## src/rtl/dct8_pkg.sv

```systemverilog
package dct8_pkg;
  localparam int FRAC_BITS = 8;   // fractional bits of the constants
  localparam int PRE_SHIFT = 2;   // operand headroom shift before multiply
  localparam int K_0382 = 98;
  localparam int K_0541 = 139;
  localparam int K_0707 = 181;
  localparam int K_1306 = 334;
  localparam int LANES  = 8;
  localparam int LAT    = 4;      // pipeline depth in clocks
endpackage

```

## src/rtl/dct8_cmul.sv

```systemverilog
module dct8_cmul #(
  parameter int W    = 16,
  parameter int FRAC = 8,
  parameter int PRE  = 2,
  parameter int K    = 181
) (
  input  logic signed [W-1:0] a_pre,   // operand, already pre-shifted
  output logic signed [W-1:0] p_hi
);
  localparam int KS = K << (W - PRE - FRAC);
  localparam logic signed [W-1:0] KC = W'(KS);

  logic signed [2*W-1:0] prod;

  assign prod = a_pre * KC;
  assign p_hi = prod[2*W-1:W];     // upper half: floor, no rounding
endmodule

```

## src/rtl/dct8_even.sv

```systemverilog
module dct8_even #(
  parameter int W    = 16,
  parameter int FRAC = 8,
  parameter int PRE  = 2
) (
  input  logic                clk,
  input  logic                rst,
  input  logic                c_valid,
  input  logic signed [W-1:0] s0,
  input  logic signed [W-1:0] s1,
  input  logic signed [W-1:0] s2,
  input  logic signed [W-1:0] s3,
  output logic signed [W-1:0] y0,
  output logic signed [W-1:0] y2,
  output logic signed [W-1:0] y4,
  output logic signed [W-1:0] y6
);
  logic signed [W-1:0] b_e10, b_e11, b_e13, b_q;
  logic signed [W-1:0] c_e10, c_e11, c_e13, c_z1;
  logic signed [W-1:0] z1_w;

  // stage B: second butterfly, pre-shifted rotation operand
  always_ff @(posedge clk) begin
    b_e10 <= s0 + s3;
    b_e11 <= s1 + s2;
    b_e13 <= s0 - s3;
    b_q   <= W'(((s1 - s2) + (s0 - s3)) <<< PRE);
  end

  dct8_cmul #(.W(W), .FRAC(FRAC), .PRE(PRE), .K(dct8_pkg::K_0707)) u_m0707 (
    .a_pre (b_q),
    .p_hi  (z1_w)
  );

  // stage C: product registered
  always_ff @(posedge clk) begin
    c_e10 <= b_e10;
    c_e11 <= b_e11;
    c_e13 <= b_e13;
    c_z1  <= z1_w;
  end

  // stage D: output butterfly
  always_ff @(posedge clk) begin
    y0 <= c_e10 + c_e11;
    y4 <= c_e10 - c_e11;
    y2 <= c_e13 + c_z1;
    y6 <= c_e13 - c_z1;
  end


  dc_pair_chk: assert property (@(posedge clk) disable iff (rst)
    c_valid |=> (W'(y0 + y4) == W'($past(c_e10) <<< 1)));

  mid_pair_chk: assert property (@(posedge clk) disable iff (rst)
    c_valid |=> (W'(y2 + y6) == W'($past(c_e13) <<< 1)));
endmodule

```

## src/rtl/dct8_odd.sv

```systemverilog
module dct8_odd #(
  parameter int W    = 16,
  parameter int FRAC = 8,
  parameter int PRE  = 2
) (
  input  logic                clk,
  input  logic                rst,
  input  logic                c_valid,
  input  logic signed [W-1:0] d4,
  input  logic signed [W-1:0] d5,
  input  logic signed [W-1:0] d6,
  input  logic signed [W-1:0] d7,
  output logic signed [W-1:0] y1,
  output logic signed [W-1:0] y3,
  output logic signed [W-1:0] y5,
  output logic signed [W-1:0] y7
);
  logic signed [W-1:0] b_a10, b_a11, b_a12, b_d7;
  logic signed [W-1:0] c_z2, c_z3, c_z4, c_d7;
  logic signed [W-1:0] diff_w, z5_w, p541_w, p1306_w, z3_w;
  logic signed [W-1:0] z11_w, z13_w;

  // stage B: odd sums, shifted before any product or difference
  always_ff @(posedge clk) begin
    b_a10 <= W'((d4 + d5) <<< PRE);
    b_a11 <= W'((d5 + d6) <<< PRE);
    b_a12 <= W'((d6 + d7) <<< PRE);
    b_d7  <= d7;
  end

  assign diff_w = b_a10 - b_a12;

  dct8_cmul #(.W(W), .FRAC(FRAC), .PRE(PRE), .K(dct8_pkg::K_0382)) u_m0382 (
    .a_pre (diff_w), .p_hi (z5_w));
  dct8_cmul #(.W(W), .FRAC(FRAC), .PRE(PRE), .K(dct8_pkg::K_0541)) u_m0541 (
    .a_pre (b_a10), .p_hi (p541_w));
  dct8_cmul #(.W(W), .FRAC(FRAC), .PRE(PRE), .K(dct8_pkg::K_1306)) u_m1306 (
    .a_pre (b_a12), .p_hi (p1306_w));
  dct8_cmul #(.W(W), .FRAC(FRAC), .PRE(PRE), .K(dct8_pkg::K_0707)) u_m0707 (
    .a_pre (b_a11), .p_hi (z3_w));

  // stage C: rotation results
  always_ff @(posedge clk) begin
    c_z2 <= p541_w + z5_w;
    c_z4 <= p1306_w + z5_w;
    c_z3 <= z3_w;
    c_d7 <= b_d7;
  end

  assign z11_w = c_d7 + c_z3;
  assign z13_w = c_d7 - c_z3;

  // stage D: output butterfly
  always_ff @(posedge clk) begin
    y1 <= z11_w + c_z4;
    y7 <= z11_w - c_z4;
    y5 <= z13_w + c_z2;
    y3 <= z13_w - c_z2;
  end


  odd_outer_chk: assert property (@(posedge clk) disable iff (rst)
    c_valid |=> (W'(y1 + y7) == W'(($past(c_d7) + $past(c_z3)) <<< 1)));

  odd_inner_chk: assert property (@(posedge clk) disable iff (rst)
    c_valid |=> (W'(y3 + y5) == W'(($past(c_d7) - $past(c_z3)) <<< 1)));
endmodule

```

## src/rtl/dct8_scaled_fdct.sv

```systemverilog
module dct8_scaled_fdct #(
  parameter int W = 16
) (
  input  logic                           clk,
  input  logic                           rst,
  input  logic                           in_valid,
  input  logic [dct8_pkg::LANES*W-1:0]   in_samples,
  output logic                           out_valid,
  output logic [dct8_pkg::LANES*W-1:0]   out_coefs
);
  import dct8_pkg::*;

  localparam int HALF = LANES / 2;

  logic signed [W-1:0] x   [LANES];
  logic signed [W-1:0] a_s [HALF];
  logic signed [W-1:0] a_d [HALF];   // a_d[j] holds d(4+j)
  logic [LANES-1:0]    lane_eq;
  logic [LAT-1:0]      vpipe;
  logic [LAT-1:0]      flat_pipe;
  logic signed [W-1:0] y [LANES];

  genvar i;
  generate
    for (i = 0; i < LANES; i++) begin : g_unpack
      assign x[i] = in_samples[i*W +: W];
      assign lane_eq[i] = (x[i] == x[0]);
      assign out_coefs[i*W +: W] = y[i];
    end
    for (i = 0; i < HALF; i++) begin : g_stage_a
      always_ff @(posedge clk) begin
        a_s[i]        <= x[i] + x[LANES-1-i];
        a_d[HALF-1-i] <= x[i] - x[LANES-1-i];
      end
    end
  endgenerate

  always_ff @(posedge clk) begin
    if (rst) begin
      vpipe     <= '0;
      flat_pipe <= '0;
    end else begin
      vpipe     <= {vpipe[LAT-2:0], in_valid};
      flat_pipe <= {flat_pipe[LAT-2:0], in_valid & (&lane_eq)};
    end
  end

  assign out_valid = vpipe[LAT-1];

  dct8_even #(.W(W), .FRAC(FRAC_BITS), .PRE(PRE_SHIFT)) u_even (
    .clk (clk), .rst (rst), .c_valid (vpipe[2]),
    .s0 (a_s[0]), .s1 (a_s[1]), .s2 (a_s[2]), .s3 (a_s[3]),
    .y0 (y[0]), .y2 (y[2]), .y4 (y[4]), .y6 (y[6])
  );

  dct8_odd #(.W(W), .FRAC(FRAC_BITS), .PRE(PRE_SHIFT)) u_odd (
    .clk (clk), .rst (rst), .c_valid (vpipe[2]),
    .d4 (a_d[0]), .d5 (a_d[1]), .d6 (a_d[2]), .d7 (a_d[3]),
    .y1 (y[1]), .y3 (y[3]), .y5 (y[5]), .y7 (y[7])
  );


  latency_chk: assert property (@(posedge clk) disable iff (rst)
    in_valid |-> ##4 out_valid);

  bubble_chk: assert property (@(posedge clk) disable iff (rst)
    !in_valid |-> ##4 !out_valid);

  reset_clear_chk: assert property (@(posedge clk)
    rst |=> !out_valid);

  flat_ac_zero_chk: assert property (@(posedge clk) disable iff (rst)
    flat_pipe[LAT-1] |-> (out_valid && out_coefs[LANES*W-1:W] == '0));
endmodule

```

## config.mk

```make
export PLATFORM = sky130hd
export DESIGN_NAME = dct8_scaled_fdct
export DESIGN_NICKNAME = d
export VERILOG_FILES = /design/src/rtl/dct8_pkg.sv /design/src/rtl/dct8_cmul.sv /design/src/rtl/dct8_even.sv /design/src/rtl/dct8_odd.sv /design/src/rtl/dct8_scaled_fdct.sv
export SDC_FILE = /design/constraint.sdc
export NUM_CORES = 2
export LEC_CHECK = 0
export BUFFER_PORTS_ARGS = -buffer_cell sky130_fd_sc_hd__buf_2
export CAP_MARGIN = 5
export CELL_PAD_IN_SITES_DETAIL_PLACEMENT = 0
export CELL_PAD_IN_SITES_GLOBAL_PLACEMENT = 1
export CORE_ASPECT_RATIO = 2
export CORE_UTILIZATION = 30
export CTS_BUF_LIST = sky130_fd_sc_hd__clkbuf_8
export DETAILED_ROUTE_END_ITERATION = 8
export GPL_ROUTABILITY_DRIVEN = 0
export GPL_TIMING_DRIVEN = 0
export PLACE_DENSITY = 0.53
export SYNTH_ARGS = -nofsm -noshare
export SYNTH_HDL_FRONTEND = slang
export SYNTH_SLANG_ARGS = --single-unit
```

## constraint.sdc

```tcl
create_clock -name clk -period 17.9 [get_ports clk]
set_clock_uncertainty 0.15 [all_clocks]
set_input_delay 2.685 -clock clk [delete_from_list [all_inputs] [get_ports clk]]
set_output_delay 2.685 -clock clk [all_outputs]
set_load 0.1 [all_outputs]
```

* After elaboration in Yosys (flattened, before gate mapping)
Memory sizes are Yosys's and may differ from the RTL's.
Index checks and enable logic that the tools add are counted.
** Storage, ports and cells
- RAM bits :: 128
- Latch bits :: 0
- Memories :: 2
- Output and inout port bits :: 129
- Bits in registers :: 380
- Memory bits (read-only) :: 0
- Logic and storage cells :: 61
- Bits of input ports :: 131
** Memory list
- a_d :: words 4, bits a word 16, read ports 4, clocked after Yosys merged registers in 0, wr ports 4, RTL line dct8_scaled_fdct.sv:17 : logic signed [W-1:0] a_d [HALF];
- a_s :: words 4, bits a word 16, read ports 4, clocked after Yosys merged registers in 0, wr ports 4, RTL line dct8_scaled_fdct.sv:16 : logic signed [W-1:0] a_s [HALF];
** Cells by class
- Multipliers :: 5
- Eq/ne operators :: 0
- Divide/modulo/power cells :: 0
- Add/subtract/negate cells :: 29
- Multiplexer cells :: 0
- Reduce and logical (&&, ||, !) cells :: 0
- Bitwise logic cells :: 0
- Magnitude comparators :: 0
- Shift-type cells :: 0
** Operators by type and width (number)
- $add A16 B16 Y16 :: 13
- $sub A16 B16 Y16 :: 11
- $mul A14 B9 Y23 const B :: 4
- $add A14 B14 Y14 :: 4
- $mul A16 B7 Y23 const B :: 1
- $sub A14 B14 Y14 :: 1

* Depth between registers and ports, before layout
- Word-level depth :: 3
- Depth in mapped cells :: 33
- Gate-level depth less buffers :: 33

* Modules after synthesis
Synthesis repeated with hierarchy kept, for this count alone.
** Second synthesis, totals
- Cell total of the unflattened synthesis :: 4673
- Area, all modules :: 41883.9 µm²
** By module, submodules not included
- dct8_odd :: cells each 1304, instances 1, area an instance 11594.9 µm², sequential area each 3683.5 µm²
- dct8_even :: cells each 1024, instances 1, area an instance 9808.2 µm², sequential area each 3723.6 µm²
- dct8_scaled_fdct :: cells each 999, instances 1, area an instance 8585.7 µm², sequential area each 2562.5 µm²
- dct8_cmul (u_odd.u_m1306) :: cells each 299, instances 1, area an instance 2615.0 µm², sequential area each 0.0 µm²
- dct8_cmul (u_even.u_m0707) :: cells each 286, instances 1, area an instance 2568.7 µm², sequential area each 0.0 µm²
- dct8_cmul (u_odd.u_m0707) :: cells each 286, instances 1, area an instance 2560.0 µm², sequential area each 0.0 µm²
- dct8_cmul (u_odd.u_m0541) :: cells each 255, instances 1, area an instance 2270.9 µm², sequential area each 0.0 µm²
- dct8_cmul (u_odd.u_m0382) :: cells each 220, instances 1, area an instance 1880.6 µm², sequential area each 0.0 µm²

* Least setup slack after synthesis
No wires, ideal clock.
- Path type :: reg2reg
- From :: reg u_odd.b_a12[4]
- To :: reg u_odd.c_z4[15]
- Period minus slack after synthesis :: 6.943 ns
- Path buffers :: 0
- Required time :: 17.678 ns
- Library setup time :: 0.072 ns
- Data arrival time :: 6.721 ns
- Slack :: 10.957 ns
- Cell stages (with the launch flop) :: 32
- Cell sequence :: dfxtp_1 inv_1 ha_1 nor2b_1 o31a_1 o21ai_0 nand2b_1 a21o_1 a21o_1 a21o_1 a21o_1 a21o_1 a21oi_1 xnor2_1 ha_1 ha_1 ha_1 inv_1 fa_1 inv_1 ha_1 a21oi_1 nor2_1 a311o_1 a21oi_1 o21bai_1 xnor2_1 ha_1 and3_1 a211o_1 a21oi_1 xnor2_1
** Between the ends
- Word-level cells in the longest chain between the ends :: 3
- Elaborated cells between the ends (all ways) :: 4
- Classes of those cells :: add/sub: 2; mul: 2
** RTL lines
- start: declaration :: RTL line dct8_odd.sv:18 : logic signed [W-1:0] b_a10, b_a11, b_a12, b_d7;
- start signal: assignment :: RTL line dct8_odd.sv:27 : b_a12 <= W'((d6 + d7) <<< PRE);
- $sub A16 B16 Y16 :: RTL line dct8_odd.sv:31 : assign diff_w = b_a10 - b_a12;
- $mul A16 B7 Y23 :: RTL line dct8_cmul.sv:15 : assign prod = a_pre * KC;
- $add A16 B16 Y16 * :: RTL line dct8_odd.sv:45 : c_z4 <= p1306_w + z5_w;
- end signal: assignment :: RTL line dct8_odd.sv:45
- end: declaration :: RTL line dct8_odd.sv:19 : logic signed [W-1:0] c_z2, c_z3, c_z4, c_d7;
Every way passes the cells marked *; elsewhere a longest branch is shown, timed or not.
A chain may end at the register's enable or synchronous reset.

* Worst setup path after layout
Ends and elaborated chain as after synthesis.

==> run summary <==
YOSYS
--------------------------------------------------------------------------------------
Syn avg cell area                                                             9.47 um2
Post-synthesis sequential element count                                            489
Area of the mapped netlist                                                   35700 um2
Post-synthesis net count                                                          4784
Most common library cells after synthesis                                 702 x ha_1, 656 x inv_1, 489 x dfxtp_1
Top-count cell post-synth                                                         ha_1
Sequential element share of the synthesized area                                 27.4%
Instance count of the mapped netlist                                              3774
Count of cell types in the netlist                                                  75
Top cell type's share of synthesized area                                        27.4%
Biggest area contributors in the synthesized netlist                      dfxtp_1 27%, ha_1 25%, fa_1 9.9%, inv_1 6.9%, xnor2_1 6.9%
Post-synth EDFFs                                                                     0
Largest area contributor in the synthesized netlist                            dfxtp_1
Share of synthesized registers carrying an async set or reset                       0%
Primary flip-flop cell chosen by synthesis mapping                             dfxtp_1
Yosys warning total                                                                  0

WORST SETUP PATH
--------------------------------------------------------------------------------------
Startpoint types                                                              register
Worst endpoint data arrival time                                               8.67 ns
Worst setup slack for register-to-register paths                               9.74 ns
Critical-path maximum fanout                                                         6
Master of the slowest instance on the critical path                            xnor2_1
Nature of the critical path endpoint                                          register
Largest stage delay, worst path                                                0.57 ns
Crit Path Category                                                        register to register
Critical Path RT                                                              18.41 ns
Most frequent CP cell                                                             ha_1

DETAILED ROUTING
--------------------------------------------------------------------------------------
Number of design rule violations left after detail routing                           0
Via-per-instance ratio                                                            4.49
Initial detailed-routing violation count                                           599
Number of iterations in the first detailed-routing pass                              4
Antenna Nets Post-Route                                                              0
Total wirelength of the detailed-routed design                               103000 um
Via count of the routed design                                                   25700
Routed wire per std cell                                                       18.0 um

STA
--------------------------------------------------------------------------------------
Highest clock frequency the design can meet                                  0.123 GHz
Worst Tran Pin Value                                                           1.09 ns
Max transition margin                                                            26.7%
Final setup slack of the worst path                                            9.74 ns
Final hold violation count                                                           0
Unrepaired setup endpoints after global routing                                  false
Setup-failing EPs final                                                              0
Final Cycle Share                                                                45.6%
Worst hold-check slack                                                        0.159 ns
Crit path time final                                                           8.16 ns
Final sum of negative setup slack                                                 0 ns
Fin. max-slew vios                                                                   0

GLOBAL ROUTE
--------------------------------------------------------------------------------------
Number of global-route vias before repair                                        28100
Met1 demand-to-capacity share in global routing                                  15.1%
Tot GR Track Use                                                                 17.4%
Gr busiest metal                                                                  met2
Initial antenna violation count                                                     26
Met2 demand-to-capacity share in global routing                                  36.9%
Maximum number of pins on one net before global-route repair                        13
Global-route wire length before repair                                       157000 um
Global routing usage on met3                                                     2.73%
Overall overflow remaining after global route                                        0

CLOCKING
--------------------------------------------------------------------------------------
CTS tree                                                                           yes
Clock tree sinks                                                                   489
Clock slew at the register clock pins of the worst setup and hold paths        0.07 ns
Worst skew pair latency                                                        0.76 ns
Number of buffers on the longest clock path                                          3
Post-cts hold buffer count                                                           0
Root Driver                                                                   clkbuf_8
H-tree depth                                                                         3
Number of buffers created by CTS                                                    80
Number of gates given a new drive strength after cts                                 0
Post-CTS setup buffers                                                               0

FLOORPLANNING
--------------------------------------------------------------------------------------
Die footprint                                                               121000 um2
Vertical die dimension                                                          490 um
Floorplan core area                                                         118000 um2
Die width                                                                       246 um
Starting Density                                                                 30.3%
Core Rows                                                                          178
Number of top-level pins                                                           260

LAYOUT
--------------------------------------------------------------------------------------
Fraction of layout cells with a size suffix above 1                              10.2%
Post-layout nets                                                                  5125
Most flop-heavy register                                                           a_s
Max reg flops                                                                       61
Fillcell total                                                                   12300
Largest registers                                                         a_s: 61 flops, a_d: 57 flops
Area grow syn2layout                                                             14.6%
Finished Layout Cells                                                             5725
Sequential cell area                                                          9790 um2
Area taken by multi-input logic gates                                        23300 um2

FLOW RUN
--------------------------------------------------------------------------------------
MaxCap Viol Count                                                                    0

PLACED DESIGN
--------------------------------------------------------------------------------------
Placed wire-length estimate                                                   89600 um
DP Worst Slack                                                                 9.50 ns
# placed instances                                                                5563
Buffers on Ports                                                                   259

RUN STATUS
--------------------------------------------------------------------------------------
Outcome                                                                   finished, final reports clean

MIN PATH
--------------------------------------------------------------------------------------
Class of the worst hold path                                              register to register

## area by class of cell
class                   count  share of cell area (%)
inverters                 656                    6.01
repair buffers            259                    3.16
diodes                     17                   0.104
clock inverters            42                    1.38
flip-flops and latches    489                    23.9
clock buffers             103                    3.46
well taps                1530                    4.67
multi-input cells        2596                    57.0
plain buffers              33                   0.342
## logic make-up after synthesis
group,synth area share (%)
adder cells (fa/ha/maj),34.6
AO/OA/AOI/OAI,12.9
buffers and inverters,7.28
AND/OR/NAND/NOR,7.81
flip-flops,27.4
XOR/XNOR,9.90
multiplexers,0.172
other,0.0105
## routing by layer
layer  routed length (um)  part of all wire (%)
met3                 3580                   3.5
met1                33900                    33
met2                60700                    59
met5                   77                 0.075
met4                 4800                   4.7
## cell usage in the layout (no fill, tap or decap), types with 24 or more instances in the layout
master / synthesis / routed
a21o_1: 62 / 62
a21oi_1: 266 / 266
and3_1: 35 / 35
buf_2: 0 / 259
clkbuf_1: 28 / 28
clkbuf_8: 0 / 103
dfxtp_1: 489 / 489
fa_1: 177 / 177
ha_1: 702 / 702
inv_1: 656 / 665
nand2_1: 93 / 93
nand2b_1: 48 / 48
nand3_1: 31 / 31
nor2_1: 193 / 193
nor2b_1: 46 / 46
nor3_1: 50 / 50
o21a_1: 24 / 24
o21ai_0: 141 / 141
o21bai_1: 79 / 79
xnor2_1: 280 / 280
xor2_1: 122 / 122
## critical path: cells and delay by family (launching register included)
kind                     cells  cell delay [ns]
adder cells (fa/ha/maj)      7             2.49
buffers and inverters        3             0.22
XOR/XNOR                     3             1.17
AND/OR/NAND/NOR              4             0.55
AO/OA/AOI/OAI               14             2.99
flip-flops                   1             0.49
## worst paths after layout
path / cells after the start / end / start
setup / recovery: 31 / u_odd.c_z4[15] / u_odd.b_a12[4]
hold / removal: 0 / u_even.c_e10[11] / u_even.b_e10[11]
setup reg to reg: 31 / u_odd.c_z4[15] / u_odd.b_a12[4]
hold reg to reg: 0 / u_even.c_e10[11] / u_even.b_e10[11]
## per-stage QoR
step	area, um2	utilization (%)
3_5_place_dp	38900	33.1
6_report	41000	34.8
5_1_grt	40900	34.8
4_1_cts	40900	34.7
3_3_place_gp	38900	33.1
2_1_floorplan	35700	-
Power is left out: the tool's default activity adds up to more than one toggle a clock period on the data nets, which glitch-free logic cannot reach.
